File: config.mk
export PLATFORM = sky130hd
export DESIGN_NAME = evt_stamp_unit
export DESIGN_NICKNAME = d
export VERILOG_FILES = /design/src/rtl/tsc_pkg.sv /design/src/rtl/tsc_slot.sv /design/src/rtl/tsc_rx_alloc.sv /design/src/rtl/tsc_rd_mux.sv /design/src/rtl/evt_stamp_unit.sv
export SDC_FILE = /design/constraint.sdc
export NUM_CORES = 1
export LEC_CHECK = 0
export ABC_AREA = 1
export BUFFER_PORTS_ARGS = -buffer_cell sky130_fd_sc_hd__clkbuf_2
export CAP_MARGIN = 0
export CORE_UTILIZATION = 25
export DETAILED_ROUTE_END_ITERATION = 10
export RECOVER_POWER = 25
export SLEW_MARGIN = 20
export SYNTH_ARGS = -nofsm -noshare
export SYNTH_HDL_FRONTEND = slang
export SYNTH_HIERARCHICAL = 1
export SYNTH_SLANG_ARGS = --single-unit
File: constraint.sdc
create_clock -name clk_i -period 1.6 [get_ports clk_i]
set_clock_uncertainty 0.2 [all_clocks]
set_input_delay 0.16 -clock clk_i [delete_from_list [all_inputs] [get_ports clk_i]]
set_output_delay 0.16 -clock clk_i [all_outputs]
set_load 0.03 [all_outputs]
File: src/rtl/tsc_pkg.sv
package tsc_pkg;
  localparam int TIME_W      = 64;
  localparam int WORD_W      = 32;
  localparam int MSG_W       = 4;
  localparam int VER_W       = 2;
  localparam int EVT_MSG_LIM = 4;   // message types below this are event messages
  localparam int A_STAT0     = 0;
  localparam int A_STAT1     = 1;
  localparam int A_TX_LO     = 2;
  localparam int A_TX_HI     = 3;
  localparam int A_RX_BASE   = 4;
endpackage

File: src/rtl/tsc_slot.sv
module tsc_slot #(
  parameter int W = 64
) (
  input  logic         clk_i,
  input  logic         rst_ni,
  input  logic         cap_i,
  input  logic         rel_i,
  input  logic [W-1:0] time_i,
  output logic         lat_o,
  output logic [W-1:0] val_o
);
  logic         lat_q;
  logic [W-1:0] val_q;

  always_ff @(posedge clk_i or negedge rst_ni) begin
    if (!rst_ni) begin
      lat_q <= 1'b0;
      val_q <= '0;
    end else if (cap_i && !lat_q) begin
      lat_q <= 1'b1;
      val_q <= time_i;
    end else if (rel_i) begin
      lat_q <= 1'b0;
    end
  end

  assign lat_o = lat_q;
  assign val_o = val_q;

  assert_hold_R4: assert property (@(posedge clk_i) disable iff (!rst_ni)
    lat_q && !rel_i |=> lat_q && $stable(val_q));
endmodule

File: src/rtl/tsc_rx_alloc.sv
module tsc_rx_alloc #(
  parameter  int N  = 4,
  localparam int IW = $clog2(N)
) (
  input  logic [N-1:0]  busy_i,
  output logic [N-1:0]  gnt_o,
  output logic          found_o,
  output logic [IW-1:0] idx_o
);
  // scan downward so the lowest free slot is the last one assigned
  always_comb begin
    gnt_o   = '0;
    found_o = 1'b0;
    idx_o   = '0;
    for (int k = N - 1; k >= 0; k--) begin
      if (!busy_i[k]) begin
        gnt_o    = '0;
        gnt_o[k] = 1'b1;
        found_o  = 1'b1;
        idx_o    = IW'(k);
      end
    end
  end
endmodule

File: src/rtl/tsc_rd_mux.sv
module tsc_rd_mux
  import tsc_pkg::*;
#(
  parameter int N_RX   = 4,
  parameter int ADDR_W = 4
) (
  input  logic                        clk_i,
  input  logic                        rst_ni,
  input  logic                        rd_i,
  input  logic [ADDR_W-1:0]           rd_addr_i,
  input  logic                        tx_lat_i,
  input  logic [TIME_W-1:0]           tx_val_i,
  input  logic [N_RX-1:0]             rx_lat_i,
  input  logic [N_RX-1:0][TIME_W-1:0] rx_val_i,
  output logic                        rel_tx_o,
  output logic [N_RX-1:0]             rel_rx_o,
  output logic                        rd_vld_o,
  output logic [WORD_W-1:0]           rd_data_o
);
  logic [WORD_W-1:0] data_d;

  always_comb begin
    data_d   = '0;
    rel_tx_o = 1'b0;
    rel_rx_o = '0;
    if (rd_addr_i == ADDR_W'(A_STAT0)) begin
      data_d[0] = tx_lat_i;
      rel_tx_o  = rd_i;
    end
    if (rd_addr_i == ADDR_W'(A_STAT1)) data_d[N_RX-1:0] = rx_lat_i;
    if (rd_addr_i == ADDR_W'(A_TX_LO)) data_d = tx_val_i[WORD_W-1:0];
    if (rd_addr_i == ADDR_W'(A_TX_HI)) begin
      data_d   = tx_val_i[TIME_W-1:WORD_W];
      rel_tx_o = rd_i;
    end
    for (int k = 0; k < N_RX; k++) begin
      if (rd_addr_i == ADDR_W'(A_RX_BASE + 2 * k)) data_d = rx_val_i[k][WORD_W-1:0];
      if (rd_addr_i == ADDR_W'(A_RX_BASE + 2 * k + 1)) begin
        data_d      = rx_val_i[k][TIME_W-1:WORD_W];
        rel_rx_o[k] = rd_i;
      end
    end
  end

  always_ff @(posedge clk_i or negedge rst_ni) begin
    if (!rst_ni) begin
      rd_vld_o  <= 1'b0;
      rd_data_o <= '0;
    end else begin
      rd_vld_o <= rd_i;
      if (rd_i) rd_data_o <= data_d;
    end
  end

  assert_rd_lat_R12: assert property (@(posedge clk_i) disable iff (!rst_ni)
    rd_i |=> rd_vld_o);
endmodule

File: src/rtl/evt_stamp_unit.sv
module evt_stamp_unit
  import tsc_pkg::*;
#(
  parameter  int N_RX   = 4,
  parameter  int OVF_W  = 8,
  parameter  int ADDR_W = 4,
  localparam int IDX_W  = $clog2(N_RX)
) (
  input  logic              clk_i,
  input  logic              rst_ni,
  input  logic [TIME_W-1:0] time_i,
  input  logic              sync_en_i,
  input  logic [VER_W-1:0]  ver_sel_i,
  input  logic              udp_en_i,
  input  logic              tx_irq_en_i,
  input  logic              tx_evt_i,
  input  logic              tx_req_i,
  input  logic              tx_seg_i,
  input  logic              rx_evt_i,
  input  logic [VER_W-1:0]  rx_ver_i,
  input  logic              rx_udp_i,
  input  logic [MSG_W-1:0]  rx_msg_i,
  output logic              rx_desc_vld_o,
  output logic              rx_desc_tsv_o,
  output logic [IDX_W-1:0]  rx_desc_idx_o,
  input  logic              rd_i,
  input  logic [ADDR_W-1:0] rd_addr_i,
  output logic              rd_vld_o,
  output logic [WORD_W-1:0] rd_data_o,
  output logic [N_RX-1:0]   rx_lat_o,
  output logic              tx_stat_o,
  output logic [OVF_W-1:0]  tx_ovf_o,
  output logic              irq_o
);
  logic                        rx_hit, rx_found;
  logic [N_RX-1:0]             rx_gnt, rx_cap, rx_rel, rx_lat;
  logic [IDX_W-1:0]            rx_idx;
  logic [N_RX-1:0][TIME_W-1:0] rx_val;
  logic                        tx_fire, tx_lat, tx_rel;
  logic [TIME_W-1:0]           tx_val;
  logic [OVF_W-1:0]            ovf_q;

  assign rx_hit = rx_evt_i && sync_en_i && (rx_ver_i == ver_sel_i) &&
                  (rx_msg_i < MSG_W'(EVT_MSG_LIM)) && (!rx_udp_i || udp_en_i);

  tsc_rx_alloc #(.N(N_RX)) u_alloc (
    .busy_i (rx_lat),
    .gnt_o  (rx_gnt),
    .found_o(rx_found),
    .idx_o  (rx_idx)
  );

  assign rx_cap = rx_gnt & {N_RX{rx_hit}};

  for (genvar g = 0; g < N_RX; g++) begin : g_rx_slot
    tsc_slot #(.W(TIME_W)) u_slot (
      .clk_i (clk_i),
      .rst_ni(rst_ni),
      .cap_i (rx_cap[g]),
      .rel_i (rx_rel[g]),
      .time_i(time_i),
      .lat_o (rx_lat[g]),
      .val_o (rx_val[g])
    );
  end

  always_ff @(posedge clk_i or negedge rst_ni) begin
    if (!rst_ni) begin
      rx_desc_vld_o <= 1'b0;
      rx_desc_tsv_o <= 1'b0;
      rx_desc_idx_o <= '0;
    end else begin
      rx_desc_vld_o <= rx_evt_i;
      rx_desc_tsv_o <= rx_hit && rx_found;
      rx_desc_idx_o <= (rx_hit && rx_found) ? rx_idx : '0;
    end
  end

  assign tx_fire = tx_evt_i && tx_req_i && !tx_seg_i && sync_en_i;

  tsc_slot #(.W(TIME_W)) u_tx_slot (
    .clk_i (clk_i),
    .rst_ni(rst_ni),
    .cap_i (tx_fire),
    .rel_i (tx_rel),
    .time_i(time_i),
    .lat_o (tx_lat),
    .val_o (tx_val)
  );

  always_ff @(posedge clk_i or negedge rst_ni) begin
    if (!rst_ni) ovf_q <= '0;
    else if (tx_fire && tx_lat && (ovf_q != {OVF_W{1'b1}})) ovf_q <= ovf_q + 1'b1;
  end

  tsc_rd_mux #(.N_RX(N_RX), .ADDR_W(ADDR_W)) u_rd (
    .clk_i    (clk_i),
    .rst_ni   (rst_ni),
    .rd_i     (rd_i),
    .rd_addr_i(rd_addr_i),
    .tx_lat_i (tx_lat),
    .tx_val_i (tx_val),
    .rx_lat_i (rx_lat),
    .rx_val_i (rx_val),
    .rel_tx_o (tx_rel),
    .rel_rx_o (rx_rel),
    .rd_vld_o (rd_vld_o),
    .rd_data_o(rd_data_o)
  );

  assign rx_lat_o  = rx_lat;
  assign tx_stat_o = tx_lat;
  assign tx_ovf_o  = ovf_q;
  assign irq_o     = tx_lat && tx_irq_en_i;

  assert_desc_slot_R3: assert property (@(posedge clk_i) disable iff (!rst_ni)
    rx_desc_vld_o && rx_desc_tsv_o |-> rx_lat_o[rx_desc_idx_o]);
  assert_full_lock_R6: assert property (@(posedge clk_i) disable iff (!rst_ni)
    rx_desc_vld_o && $past(&rx_lat_o) |-> !rx_desc_tsv_o);
  assert_ovf_sat_R9: assert property (@(posedge clk_i) disable iff (!rst_ni)
    tx_ovf_o == {OVF_W{1'b1}} |=> tx_ovf_o == {OVF_W{1'b1}});
  assert_tx_cause_R7: assert property (@(posedge clk_i) disable iff (!rst_ni)
    $rose(tx_stat_o) |-> $past(tx_evt_i && tx_req_i));
endmodule

==> After elaboration in Yosys (flattened, before gate mapping) <==
Cells that the tools add are included.
{ "word_totals": {"mem_bits_ro": 0, "ff_bits": 370, "latch_bits": 0, "mem_count": 0, "word_cells": 103, "in_bits": 87, "ram_bits": 0, "out_inout_bits": 51} }
{ "classes": {"n_bitwise": 1, "magnitude_cmp": 1, "n_eq_ne": 13, "div": 0, "multipliers": 0, "shift": 0, "addsub": 1, "mux": 41, "n_reduce_logical": 30} }
{ "ops": {"columns": ["op", "n"], "rows": [
  ["$mux W32", 10],
  ["$mux W1", 21],
  ["$mux W4", 5],
  ["$eq A4 B3 Y1 const B", 4],
  ["$eq A4 B4 Y1 const B", 4],
  ["$logic_and A1 B1 Y1", 16],
  ["$mux W2", 5],
  ["$reduce_bool A2 Y1", 5],
  ["$add A8 B1 Y8 const B", 1],
  ["$eq A4 B2 Y1 const B", 2],
  ["$ne A8 B8 Y1 const B", 1],
  ["$logic_not A1 Y1", 7],
  ["$and A4 B4 Y4", 1],
  ["$eq A4 B1 Y1 const B", 1],
  ["$logic_not A4 Y1", 1],
  ["$lt A4 B3 Y1 const B", 1],
  ["$eq A2 B2 Y1", 1],
  ["$logic_or A1 B1 Y1", 1]
]} }

==> Depth between registers and ports, before layout <==
{ "logic_depth": {"ltp_word": 13, "ltp_mapped": 13, "mapped_depth_nobuf": 11} }

==> Cells and area by module <==
Netlist, hierarchy kept.
{ "modules_own_cells": {"columns": ["mod", "cells_per_inst", "seq_area_each_um2", "area_per_inst_um2", "n_inst"], "rows": [
  ["tsc_slot", 281, 1626.6, 2595.0, 5],
  ["tsc_rd_mux", 782, 825.8, 4001.3, 1],
  ["evt_stamp_unit", 113, 300.3, 752.0, 1],
  ["tsc_rx_alloc", 13, 0.0, 60.1, 1]
]} }

==> Least setup slack after synthesis <==
OpenSTA, ideal clock, no wires.
{ "synth_timing": {"kind": "register to register", "startpoint": "register g_rx_slot[0].u_slot.lat_q", "endpoint": "register g_rx_slot[3].u_slot.val_q[15]", "period_less_slack_ps": 1759, "arrival_time_ps": 1443, "t_required_ps": 1284, "n_path_buf": 2, "slack_ps": -159, "stages_incl_launch_ff": 10, "setup_ps": 116, "cell_sequence": "dfrtp_1 -> nand2_2 -> nor2_1 -> inv_1 -> nor2_1 -> nand2_1 -> buf_6 -> buf_4 -> nand2_1 -> nand2_1"} }
{ "synth_between": {"elab_chain_len": 3} }
{ "synth_lines": {"columns": ["item", "line", "source"], "rows": [
  ["from (decl)", "tsc_slot.sv:12", "logic lat_q;"],
  ["from (signal assigned)", "tsc_slot.sv:17", "lat_q <= 1'b0;"],
  ["from (signal assigned)", "tsc_slot.sv:20", "lat_q <= 1'b1;"],
  ["from (signal assigned)", "tsc_slot.sv:23", "lat_q <= 1'b0;"],
  ["$mux W4", "tsc_rx_alloc.sv:16", "if (!busy_i[k]) begin"],
  ["via rx_gnt[3]", "evt_stamp_unit.sv:36", "logic [N_RX-1:0] rx_gnt, rx_cap, rx_rel, rx_lat;"],
  ["$and A4 B4 Y4", "evt_stamp_unit.sv:53", "assign rx_cap = rx_gnt & {N_RX{rx_hit}};"],
  ["via rx_cap[3]", "evt_stamp_unit.sv:36", null],
  ["$logic_and A1 B1 Y1", "tsc_slot.sv:19", "end else if (cap_i && !lat_q) begin"],
  ["to (signal assigned)", "tsc_slot.sv:21", "val_q <= time_i;"],
  ["to (decl)", "tsc_slot.sv:13", "logic [W-1:0] val_q;"]
]} }
The timed path passes the listed nets, and every way through them passes these cells.
A chain may end at the register's enable or synchronous reset.

==> Final worst setup path <==
{ "layout_timing": {"startpoint": "register g_rx_slot[3].u_slot.lat_q", "endpoint": "register g_rx_slot[3].u_slot.val_q[17]"} }
{ "layout_between": {"elab_chain_len": 6, "elab_cells_between_ends": 7, "classes_between": "mux: 4; bitwise: 1; reduce/logical: 2"} }
{ "layout_lines": {"columns": ["item", "line"], "rows": [
  ["from (decl)", "tsc_slot.sv:12"],
  ["from (signal assigned)", "tsc_slot.sv:17"],
  ["from (signal assigned)", "tsc_slot.sv:20"],
  ["from (signal assigned)", "tsc_slot.sv:23"],
  ["$mux W4 (4 in a row)", "tsc_rx_alloc.sv:16"],
  ["via rx_gnt[3]", "evt_stamp_unit.sv:36"],
  ["$and A4 B4 Y4", "evt_stamp_unit.sv:53"],
  ["via rx_cap[3]", "evt_stamp_unit.sv:36"],
  ["$logic_and A1 B1 Y1", "tsc_slot.sv:19"]
]} }
The timed path passes the listed nets, and every way through them passes these cells.

==> impl_metrics.json <==
{
  "crit_required_ps": 1860,
  "yosys_warnings": 6,
  "hp-class": "input pin to flop",
  "max_cap_violations": 0,
  "drtAntennaViolNets": 0,
  "grt_pass1_wl_um": 107000,
  "port-buffer-count": 135,
  "start_kind": "flop",
  "initial_core_util": 0.253,
  "yosys.area.top_type": "dfrtp_1",
  "cp-startpoint": "g_rx_slot[3].u_slot/lat_o",
  "p_per_area_nw_per_um2": 1060,
  "cp_max_fo": 7,
  "final_core_util": 0.353,
  "worst-path-buf-inv": 4,
  "cts_max_path_buffers": 3,
  "fin_ws_ps": -228,
  "drive_above_1_share": 0.215,
  "cts_tree": "built",
  "setup_viol": 278,
  "grt_usage": 0.196,
  "ys_ff_latch": 370,
  "fin_crit_ps": 1830,
  "synth_area_um2": 17800,
  "wl_per_cell_um": 20.1,
  "relSlewSlack": 0.594,
  "grt_pass1_vias": 16800,
  "grt_setup_unrepaired": "true",
  "clock_sinks": 370,
  "clkTransAtPathRegs_ps": 60,
  "endpoint": "g_rx_slot[3].u_slot/val_o[17]",
  "antenna_found_initial": 6,
  "worst-path-stages": 10,
  "gp_congestion": 0.834,
  "drc": 0,
  "crit_family": "buffers and inverters",
  "r2r_end": "g_rx_slot[3].u_slot/val_o[17]",
  "fin_crit_sh": 1.14,
  "syn_nets": 2401,
  "wirelength_um": 73100,
  "rows": 97,
  "leakagePower_nw": 12.8,
  "timing.final.hold_violations": 0,
  "run_status": "finished with violations",
  "dr.pass1.iters": 6,
  "synth_area_leaders": "dfrtp_1 52%, nand2_1 22%, nand3_1 10%",
  "dp_hpwl_um": 42800,
  "root_buffer": "clkbuf_16",
  "crit_arrival_ps": 2090,
  "slew_violations": 0,
  "r2r_start": "g_rx_slot[3].u_slot/lat_o",
  "via_per_inst": 4.83,
  "final_common_cell": "nand2_1",
  "r2r_slack_ps": -230,
  "drt_iter0_markers": 2068,
  "syn2layout_area_growth_pct": 39.5,
  "slowest_delay_ps": 440,
  "cts_buffers": 42,
  "syn_inst": 2313,
  "ios": 138,
  "reg2reg_depth": 10,
  "path_cells": "inv_2, nand2_1, nor2_1, inv_1, nor2_4, buf_6, nand2_8, clkbuf_16, nand2_1, nand2_1",
  "ys_seq_area_frac": 0.521,
  "fin_nets": 2749,
  "worstSkewPairLatency_ps": 570,
  "grt_overflow": 0,
  "endpoint_kind": "flop",
  "synth_top_area_frac": 0.521,
  "slowest_stage": "dfrtp_2",
  "fp.dieH_um": 269,
  "synth.distinct_cells": 33,
  "fmax_mhz": 547,
  "num_vias": 17500,
  "layout_common_cells": "969 x nand2_1, 359 x dfrtp_1, 353 x nand3_1",
  "syn_avg_cell_area_um2": 7.69,
  "p_total_mw": 26.3,
  "path_common_cell": "nand2_1",
  "tightest_slew_ps": 609,
  "dieArea_um2": 72200,
  "ir_worst_vdd_v": 0.000660,
  "critPathKind": "flop to flop",
  "dieWidth_um": 269,
  "core_um2": 70300,
  "grt_max_degree": 83,
  "htreeDepth": 2,
  "violations": "negative setup slack",
  "final.fill_count": 7200
}
==> cells in the mapped netlist <==
| cell | number |
|---|---|
| a21oi_2 | 1 |
| nand3_2 | 1 |
| nand3b_1 | 1 |
| inv_2 | 15 |
| nor2_4 | 6 |
| buf_4 | 89 |
| nor2_2 | 6 |
| buf_2 | 21 |
| xnor2_1 | 2 |
| nand2_2 | 9 |
| a21oi_1 | 30 |
| o21ai_1 | 5 |
| a22o_1 | 7 |
| o21ai_0 | 16 |
| clkbuf_4 | 5 |
| nand4_1 | 33 |
| o21bai_1 | 4 |
| nor3_1 | 1 |
| nand3_1 | 368 |
| buf_6 | 6 |
| ha_1 | 1 |
| dfrtp_1 | 370 |
| xor2_1 | 1 |
| or2_2 | 3 |
| nor2_1 | 145 |
| nand2_1 | 1035 |
| or2_0 | 1 |
| a211oi_1 | 1 |
| buf_1 | 2 |
| nand2_4 | 1 |
| inv_1 | 106 |
| o211ai_1 | 3 |
| clkbuf_1 | 18 |
==> state kept, by name, summed over array words and instances (netlist names) <==
name,count
g_rx_slot.u_slot/val_o,256
u_tx_slot/val_o,64
u_rd/rd_data_o,32
tx_ovf_o,8
g_rx_slot.u_slot/lat_o,4
rx_desc_idx_o,2
rx_desc_tsv_o,1
rx_desc_vld_o,1
u_rd/rd_vld_o,1
u_tx_slot/lat_o,1
==> worst min-delay path by stage <==
stage	start	to	slack (ps)	depth (start not counted)
6_report	sync_en_i	tx_ovf_o[2]	50	8
3_5_place_dp	rst_ni	u_tx_slot/val_o[29]	-190	1
3_3_place_gp	rst_ni	u_tx_slot/val_o[29]	-180	1
2_1_floorplan	rst_ni	g_rx_slot[0].u_slot/lat_o	-340	0
5_1_grt	sync_en_i	tx_ovf_o[2]	60	8
4_1_cts	sync_en_i	tx_ovf_o[2]	30	8
==> power breakdown <==
part / switching [mW] / total (mW) / internal (mW)
clock network: 3.99 / 9.83 / 5.85
registers: 0.815 / 11.4 / 10.6
logic: 3.18 / 5.03 / 1.85
total: 7.98 / 26.3 / 18.3
==> metrics by stage <==
step | cells | TNS, ps | cell area [µm²] | setup WS, ps | hold slack [ps]
after global routing | 3629 | -60220 | 24800 | -313 | 60.9
after global placement | 3398 | -33980 | 20600 | -267 | -182
after floorplan | 2313 | -331 | 17800 | -6.83 | -336
final | 3629 | -36230 | 24800 | -228 | 45.9
after detailed placement | 3398 | -38170 | 20600 | -287 | -186
after CTS | 3605 | -15960 | 24300 | -138 | 27.2
==> logic make-up (layout without fill, tap and decap cells) <==
group,count (synthesis),count (layout),share of synthesized area
compound gates,67,67,0.0217
other cells,0,2,0
simple gates,1610,1613,0.377
xor+xnor,3,3,0.00148
fa+ha+maj,1,1,0.000703
flops,370,370,0.521
buf+inv,262,633,0.0791
==> timing repair <==
item,4_1_cts,5_1_grt
setup buffers,39,7
gates cloned,26,18
gates resized for setup,178,30
setup endpoints to repair,195,287
hold buffers,74,0
pin swaps,36,17
endpoints found under the hold margin,704,0
==> per-layer routing <==
| layer | vias up | global-route usage | share of wire |
|---|---|---|---|
| met4 | 8 | 0.0524 | 0.027 |
| met3 | 131 | 0.0353 | 0.088 |
| met2 | 797 | 0.318 | 0.46 |
| met5 | - | 0 | 0.00063 |
| met1 | 8592 | 0.268 | 0.42 |
| li1 | 8015 | - | - |
==> layout make-up <==
cell class,count,area (µm²),area share
Multi-Input combinational cell,1684,7530,0.304
Tap cell,940,1180,0.0474
Inverter,121,457,0.0184
Antenna cell,2,5.00,0.000202
Sequential cell,370,9270,0.374
Clock buffer,62,1250,0.0503
Clock inverter,8,123,0.00494
Timing Repair Buffer,442,4990,0.201
==> worst min-delay path, stage by stage <==
cell	delay, ps
clkbuf_2	90
buf_4	120
nand2_2	90
nor2_4	70
nand2_2	60
nor2_2	80
nand2_1	70
nand2_1	40
(Power assumes the default switching activity.)
